[src/rtl/adc_start_pkg.sv]
package adc_start_pkg;
   localparam int DEC_FULL  = 12;
   localparam int DEC_SHORT = 8;
   localparam int IDX_W     = 4;
   localparam int FILL_W    = 4;
   localparam logic [FILL_W-1:0] FILL_SHORT = 4'b1000;
   localparam logic [FILL_W-1:0] FILL_FULL  = 4'b0000;
   localparam int MAX_CORR  = 4;
   typedef logic [IDX_W-1:0] bit_idx_t;
endpackage

[src/rtl/adc_in_sync.sv]
module adc_in_sync #(
   parameter int N = 4,
   parameter int STAGES = 2,
   parameter logic [N-1:0] RST_VAL = '0
) (
   input  logic         clk,
   input  logic         rst,
   input  logic [N-1:0] d,
   output logic [N-1:0] q
);
   if (STAGES < 2) begin : g_bad_stages
      $error("adc_in_sync: STAGES must be at least 2");
   end

   for (genvar i = 0; i < N; i++) begin : g_bit
      logic [STAGES-1:0] sh;
      always_ff @(posedge clk) begin
         if (rst) sh <= {STAGES{RST_VAL[i]}};
         else     sh <= {sh[STAGES-2:0], d[i]};
      end
      assign q[i] = sh[STAGES-1];
   end
endmodule

[src/rtl/adc_start_detect.sv]
module adc_start_detect (
   input  logic clk,
   input  logic rst,
   input  logic ce,
   input  logic cs_n,
   input  logic rc,
   input  logic busy,
   output logic start_o
);
   logic cond, cond_q;

   assign cond = ce & ~cs_n & ~rc;

   always_ff @(posedge clk) begin
      if (rst) cond_q <= 1'b0;
      else     cond_q <= cond;
   end

   assign start_o = cond & ~cond_q & ~busy;

   // a held condition yields at most one start
   assert_no_retrigger_R7: assert property (@(posedge clk) disable iff (rst)
      start_o |=> !start_o);
endmodule

[src/rtl/adc_step_seq.sv]
module adc_step_seq
   import adc_start_pkg::*;
#(
   parameter int CYC_PER_STEP = 4,
   parameter int CORR_STEPS = 2
) (
   input  logic              clk,
   input  logic              rst,
   input  logic              start,
   input  logic              short_sel,
   output logic              busy_o,
   output logic              done_o,
   output logic              stb_o,
   output bit_idx_t          idx_o,
   output logic              corr_o,
   output logic [FILL_W-1:0] fill_o
);
   localparam int FULL_STEPS = DEC_FULL + CORR_STEPS;
   localparam int SW = $clog2(FULL_STEPS + 1);
   localparam int CW = (CYC_PER_STEP > 1) ? $clog2(CYC_PER_STEP) : 1;

   if (CYC_PER_STEP < 1) begin : g_bad_cyc
      $error("adc_step_seq: CYC_PER_STEP must be at least 1");
   end
   if (CORR_STEPS < 0 || CORR_STEPS > MAX_CORR) begin : g_bad_corr
      $error("adc_step_seq: CORR_STEPS out of range");
   end

   logic          busy, short_q, done_q;
   logic [CW-1:0] cyc_cnt;
   logic [SW-1:0] step_cnt;
   logic          last_step;

   assign stb_o = busy && (cyc_cnt == CW'(CYC_PER_STEP - 1));
   assign last_step = short_q ? (step_cnt == SW'(DEC_SHORT - 1))
                              : (step_cnt == SW'(FULL_STEPS - 1));

   always_ff @(posedge clk) begin
      if (rst) begin
         busy     <= 1'b0;
         short_q  <= 1'b0;
         done_q   <= 1'b0;
         cyc_cnt  <= '0;
         step_cnt <= '0;
      end else begin
         done_q <= 1'b0;
         if (start) begin
            busy     <= 1'b1;
            short_q  <= short_sel;
            cyc_cnt  <= '0;
            step_cnt <= '0;
         end else if (busy) begin
            if (stb_o) begin
               cyc_cnt <= '0;
               if (last_step) begin
                  busy     <= 1'b0;
                  done_q   <= 1'b1;
                  step_cnt <= '0;
               end else begin
                  step_cnt <= step_cnt + SW'(1);
               end
            end else begin
               cyc_cnt <= cyc_cnt + CW'(1);
            end
         end
      end
   end

   if (CORR_STEPS == 0) begin : g_plain
      always_comb begin
         idx_o  = IDX_W'(DEC_FULL - 1 - int'(step_cnt));
         corr_o = 1'b0;
      end
   end else begin : g_corr
      always_comb begin
         int s;
         s = int'(step_cnt);
         corr_o = 1'b0;
         if (short_q || s < DEC_SHORT) begin
            idx_o = IDX_W'(DEC_FULL - 1 - s);
         end else if (s < DEC_SHORT + CORR_STEPS) begin
            idx_o  = IDX_W'(DEC_FULL - DEC_SHORT);
            corr_o = 1'b1;
         end else begin
            idx_o = IDX_W'(DEC_FULL - 1 - (s - CORR_STEPS));
         end
      end
   end

   assign busy_o = busy;
   assign done_o = done_q;
   assign fill_o = short_q ? FILL_SHORT : FILL_FULL;

   // done marks the first idle cycle after a conversion
   assert_done_at_fall_R8: assert property (@(posedge clk) disable iff (rst)
      done_o |-> (!busy_o && $past(busy_o)));
   // length latch is frozen while converting
   assert_len_frozen_R6: assert property (@(posedge clk) disable iff (rst)
      (busy && $past(busy)) |-> $stable(short_q));
   // step counter stays inside the selected length
   assert_step_bound_R3: assert property (@(posedge clk) disable iff (rst)
      busy |-> (step_cnt < (short_q ? SW'(DEC_SHORT) : SW'(FULL_STEPS))));
   // short conversions decide only the upper eight bits
   assert_short_idx_R4: assert property (@(posedge clk) disable iff (rst)
      (stb_o && short_q) |-> (idx_o >= bit_idx_t'(DEC_FULL - DEC_SHORT) && !corr_o));
endmodule

[src/rtl/adc_start_ctrl.sv]
module adc_start_ctrl
   import adc_start_pkg::*;
#(
   parameter int SYNC_STAGES = 2,
   parameter int CYC_PER_STEP = 4,
   parameter int CORR_STEPS = 2
) (
   input  logic              clk,
   input  logic              rst,
   input  logic              ce_i,
   input  logic              cs_n_i,
   input  logic              rc_i,
   input  logic              ao_i,
   output logic              sts_o,
   output logic              done_o,
   output logic              step_stb_o,
   output logic [IDX_W-1:0]  step_idx_o,
   output logic              step_corr_o,
   output logic [FILL_W-1:0] fill_o
);
   logic [3:0] raw, syn;
   logic       start, busy;

   assign raw = {ao_i, rc_i, cs_n_i, ce_i};

   adc_in_sync #(.N(4), .STAGES(SYNC_STAGES), .RST_VAL(4'b0110)) u_sync (
      .clk(clk), .rst(rst), .d(raw), .q(syn)
   );

   adc_start_detect u_det (
      .clk(clk), .rst(rst), .ce(syn[0]), .cs_n(syn[1]), .rc(syn[2]),
      .busy(busy), .start_o(start)
   );

   adc_step_seq #(.CYC_PER_STEP(CYC_PER_STEP), .CORR_STEPS(CORR_STEPS)) u_seq (
      .clk(clk), .rst(rst), .start(start), .short_sel(syn[3]),
      .busy_o(busy), .done_o(done_o), .stb_o(step_stb_o),
      .idx_o(step_idx_o), .corr_o(step_corr_o), .fill_o(fill_o)
   );

   assign sts_o = busy;

   // status only rises after a detected start
   assert_rise_needs_start_R1: assert property (@(posedge clk) disable iff (rst)
      $rose(sts_o) |-> $past(start));
endmodule

[config.mk]
export PLATFORM = sky130hd
export DESIGN_NAME = adc_start_ctrl
export DESIGN_NICKNAME = d
export VERILOG_FILES = /design/src/rtl/adc_start_pkg.sv /design/src/rtl/adc_in_sync.sv /design/src/rtl/adc_start_detect.sv /design/src/rtl/adc_step_seq.sv /design/src/rtl/adc_start_ctrl.sv
export SDC_FILE = /design/constraint.sdc
export NUM_CORES = 1
export LEC_CHECK = 0
export ABC_AREA = 1
export BUFFER_PORTS_ARGS = -buffer_cell sky130_fd_sc_hd__buf_4
export CORE_AREA = 5 5 49 51
export DETAILED_ROUTE_END_ITERATION = 8
export DIE_AREA = 0 0 54 56
export PLACE_DENSITY = 0.69
export SLEW_MARGIN = 40
export SYNTH_ARGS = -nofsm -noshare
export SYNTH_HDL_FRONTEND = slang
export SYNTH_SLANG_ARGS = --single-unit
[constraint.sdc]
create_clock -name clk -period 1.3 [get_ports clk]
set_input_delay 0.39 -clock clk [delete_from_list [all_inputs] [get_ports clk]]
set_output_delay 0.39 -clock clk [all_outputs]
set_load 0.01 [all_outputs]
* Yosys cells after proc, flatten, opt, wreduce, memory -nomap -nowiden
Cells that the tools add are included.
** Storage, ports and cells
- Register bits :: 18
- Output and inout bits :: 12
- Input bits :: 6
** Operators by class
- Multiplexer cells :: 13
- $lt $le $gt $ge :: 2
- Equality and inequality tests :: 3
- $add $sub $neg :: 5
- Bitwise logic cells :: 9
- Reduce and logical (&&, ||, !) cells :: 5
** Operators by type and width (number)
- $mux W4 :: 4
- $lt A4 B4 Y1 const B :: 2
- $mux W1 :: 8
- $sub A4 B4 Y4 const A :: 2
- $not A1 Y1 :: 5
- $add A4 B1 Y4 const B :: 1
- $and A1 B1 Y1 :: 4
- $eq A4 B3 Y1 const B :: 1
- $eq A4 B4 Y1 const B :: 1
- $reduce_or A4 Y1 :: 1
- $sub A4 B2 Y4 const B :: 1
- $add A2 B1 Y2 const B :: 1
- $eq A2 B2 Y1 const B :: 1
- $mux W2 :: 1
- $reduce_and A2 Y1 :: 1
- $reduce_or A2 Y1 :: 1
- $logic_and A1 B1 Y1 :: 1
- $logic_or A1 B1 Y1 :: 1

* Longest topological paths before layout
- Depth after elaboration :: 6
- Mapped depth :: 7
- Gate-level depth less buffers :: 7

* Hierarchy
A second synthesis with hierarchy kept.
** Second synthesis, totals
- Cell total of the unflattened synthesis :: 109
- Area total of the unflattened synthesis :: 850.8 um2
** By module, submodules not included
- adc_step_seq :: cells each 73, area each 550.5 um2, instances 1
- adc_in_sync :: cells each 29, area each 254.0 um2, instances 1
- adc_start_detect :: cells each 7, area each 46.3 um2, instances 1

* Worst setup path after synthesis
Ideal clock, no wire load.
- Kind :: reg2out
- From :: register u_seq.step_cnt[2]
- To :: output port step_idx_o[0]
- Buffers on the path :: 0
- Slack :: -0.235 ns
- Arrival time :: 1.145 ns
- Data required time :: 0.910 ns
- Stages on the path, launching flop included :: 8
- Path through :: dfxtp_1 inv_1 ha_1 a21oi_1 nand2_1 inv_1 or2_1 inv_1
** On the way
- Cells in the longest elaborated chain, start to end :: 3
- Elaborated cells on any way between the ends :: 5
- Those cells by class :: order compare: 2; mux: 2; reduce/logical: 1
** Ends and longest elaborated chain
- start: declaration :: RTL line adc_step_seq.sv:31 : logic [SW-1:0] step_cnt;
- start signal: assignment :: RTL line adc_step_seq.sv:60 : step_cnt <= step_cnt + SW'(1);
- $lt A4 B4 Y1, on equally long branches :: RTL line adc_step_seq.sv:81, adc_step_seq.sv:79
- $mux W4 / $logic_or A1 B1 Y1 (equally long branches) :: RTL line adc_step_seq.sv:81, adc_step_seq.sv:79
- $mux W4 * :: RTL line adc_step_seq.sv:79 : if (short_q || s < DEC_SHORT) begin
- end: declaration :: RTL line adc_start_ctrl.sv:17 : output logic [IDX_W-1:0] step_idx_o,
Mark *: on every way between the ends. The rest lies on a longest branch, timed or not.

* Final worst setup path
- From :: register u_seq.step_cnt[3]
- To :: output port step_idx_o[0]
The elaborated chain is that of the path after synthesis.

==> run metrics <==
worst reg-to-reg path cell count 5; max-slew violation total from the final report 0; height of the chip 56 µm; Residual DRC 0; biggest fanout along the worst timing path 4; reg-to-reg slack, setup 0.14 ns; highest ir drop seen on vdd 0.557 mV; commonest cells after routing, fill and taps aside 21 x sky130_fd_sc_hd__buf_4, 16 x sky130_fd_sc_hd__nor2_1, 11 x sky130_fd_sc_hd__inv_1, 11 x sky130_fd_sc_hd__dfxtp_1, 10 x sky130_fd_sc_hd__nand2_1; CTS tree built; crit share post-route 1.39; violations in the final reports negative setup slack; share of synthesized area occupied by flip-flops and latches 0.432; hold crit path type input port to flip-flop; overall via count from detail_route 700; area added between synthesis and finish 45.6%; Arr. time, crit path 1.42 ns; Die W 54 µm; fraction of final layout cells with drive strength greater than 1 0.474; Comb power frac 0.040; Clock Latency Late Sink 0.29 ns; Antenna Violating Nets Remaining 0; GRT overflow 0; CP required 0.91 ns; I/O pins 18; clock transition at the registers of the reported paths 0.10 ns; combined buffer and inverter count along the critical path 3; series of cell instances along the critical path ha_2 > a21oi_4 > nand2_2 > inv_2 > or2_1 > inv_2 > buf_6; final worst clock skew 0.00103 ns; Hold Vio Cnt, Final 0; overall power after layout 937 µW; final critical-path setup slack -0.510 ns; startpoint of the lowest-slack hold path cs_n_i; full die area 3020 µm²; via-per-instance ratio 4.38; ranking of synthesized cells by area sky130_fd_sc_hd__dfxtp_1 43%, sky130_fd_sc_hd__ha_1 10%, sky130_fd_sc_hd__inv_1 7.6%; PwrDens 771 nW/µm²; fraction of synthesized cell area taken by the top area cell type 0.432; hold worst-path end u_sync.g_bit[1].sh[0]; maximum number of pins on one net before global-route repair 12; f_max 0.552 GHz; RR Endpoint u_seq.step_cnt[2]; net switching power figure 192 µW; setup repair after global routing missed its margin true; proportion of total power due to net switching 0.205; final routed wirelength across all metal layers 1.76 mm; Most common cell on crit path sky130_fd_sc_hd__inv_2; number of global-route vias before repair 708; kind of critical path flip-flop to output port; hold-fix buffers at CTS 0; dominant cell type by area after synthesis sky130_fd_sc_hd__dfxtp_1; total of buffers placed on input and output ports 14; count of mapped cells out of synthesis 105; final weighted congestion in routability-driven placement 0.828; global-route wire length before repair 2.85 mm; internal portion of total power 745 µW; Inserted Diodes 0; number of buffers on the longest clock path 2; Total Routing Usage GR 0.129; leakage power 0.548 nW; effective utilization at floorplan 0.439; final-report setup violation count 6; clock buffers created by TritonCTS 3; Worst Hold Depth 2; clock power share 0.363; number of synthesis warnings 0; part of the power in registers 0.597; most common library cell in the layout ignoring fill and taps sky130_fd_sc_hd__buf_4; count of routing violations after the opening detailed-route iteration 4; maximum cell stage delay along the critical path 0.40 ns; first drt pass iteration count 4; initial antenna violation count 0; routed len/inst 11.0 µm; max-cap check violation count 0; post-synthesis cell area 835 µm²; count of cell types in the netlist 20; startpoint type of the worst setup path flip-flop; reg-to-reg critical path startpoint u_seq.step_cnt[3]; cell type group with the largest total delay on the critical path flip-flops; number of standard-cell rows in the floorplan 16; slowest stage cell, crit path sky130_fd_sc_hd__dfxtp_4; layout net count 147; HPWL after detailed placement 1.21 mm; final sum of negative setup slack -2.43 ns; type of destination of the critical path output port; final period demand of the worst path 1.81 ns; buffer type at the clock tree root sky130_fd_sc_hd__clkbuf_4; core region area 1900 µm²; synthesis-stage register bit count 18; Avg Synthesized Cell Area 7.95 µm²; utilization after layout 0.639; H-tree levels 1; result of the run finished, violations left; Sinks on Clock Net 18
synthesized netlist by cell type (all sizes together):
cell,number
nand4,1
dfxtp,18
o21ai,4
conb,1
xor2,3
or2,6
a21oi,5
ha,7
nand3,6
and2,1
inv,18
clkbuf,1
buf,4
a31oi,1
mux2i,1
nor2,16
nand2,12
state kept, by name, summed over array words and instances (netlist names):
signal	count
u_seq.step_cnt	4
u_seq.done_o	1
u_det.cond_q	1
u_seq.busy_o	1
u_seq.cyc_cnt	2
u_seq.short_q	1
u_sync.g_bit.sh	8
metal layers:
| metal | track usage | up-vias | wire length, µm |
|---|---|---|---|
| li1 | - | 374 | - |
| met5 | 0 | - | 0 |
| met2 | 0.240 | 17 | 1050 |
| met1 | 0.122 | 305 | 631 |
| met4 | 0.0641 | 0 | 17 |
| met3 | 0.0322 | 4 | 66 |
cell families (layout without fill, tap and decap cells):
group,Yosys count,count (layout),share of synthesized area
and+or+nand+nor,42,42,0.232
buffers and inverters,23,49,0.121
DFF,18,18,0.432
AOI/OAI and AO/OA,10,10,0.0615
adders and majority gates,7,7,0.105
xor gates and xnor gates,3,3,0.0315
other,1,3,0.00449
muxes,1,1,0.0120
metrics by stage:
step / std cells / area, µm² / setup WS [ns] / hold WS (ns)
floorplan: 107 / 895 / -0.0771 / 0.388
global placement: 150 / 1050 / -0.157 / 0.390
detailed placement: 150 / 1050 / -0.225 / 0.396
CTS: 157 / 1150 / -0.526 / 0.263
global route: 160 / 1210 / -0.583 / 0.254
finish: 160 / 1210 / -0.510 / 0.273
cell type report:
type | count | area (µm²)
clock buffer | 4 | 36.3
timing repair buffer | 27 | 225
sequential | 18 | 377
fill | 179 | 687
tap | 27 | 33.8
inverter | 18 | 70.1
multi-input combinational | 66 | 473
worst max path at each step:
stage	from	endpoint	slack, ns	cells after the start
after detailed placement	u_seq.step_cnt[2]	step_idx_o[0]	-0.22	8
final	u_seq.step_cnt[3]	step_idx_o[0]	-0.51	7
after floorplan	u_seq.short_q	step_idx_o[0]	-0.08	6
after global placement	u_seq.step_cnt[2]	step_idx_o[0]	-0.16	8
after CTS	u_seq.step_cnt[2]	step_idx_o[3]	-0.53	7
after global routing	u_seq.step_cnt[2]	step_idx_o[3]	-0.58	7
power groups by stage:
stage / registers [mW] / logic [mW] / clock network, mW
finish: 0.560 / 0.0376 / 0.340
global route: 0.561 / 0.0436 / 0.389
global placement: 0.574 / 0.0368 / 0
CTS: 0.560 / 0.0379 / 0.352
floorplan: 0.574 / 0.0297 / 0
detailed placement: 0.575 / 0.0379 / 0
repair_timing:
action                     CTS  global route
gates resized for setup     10            15
pin swaps                    4             3
setup endpoints to repair    7             7
setup buffers                3             3
Power figures use the tool's default switching activity.
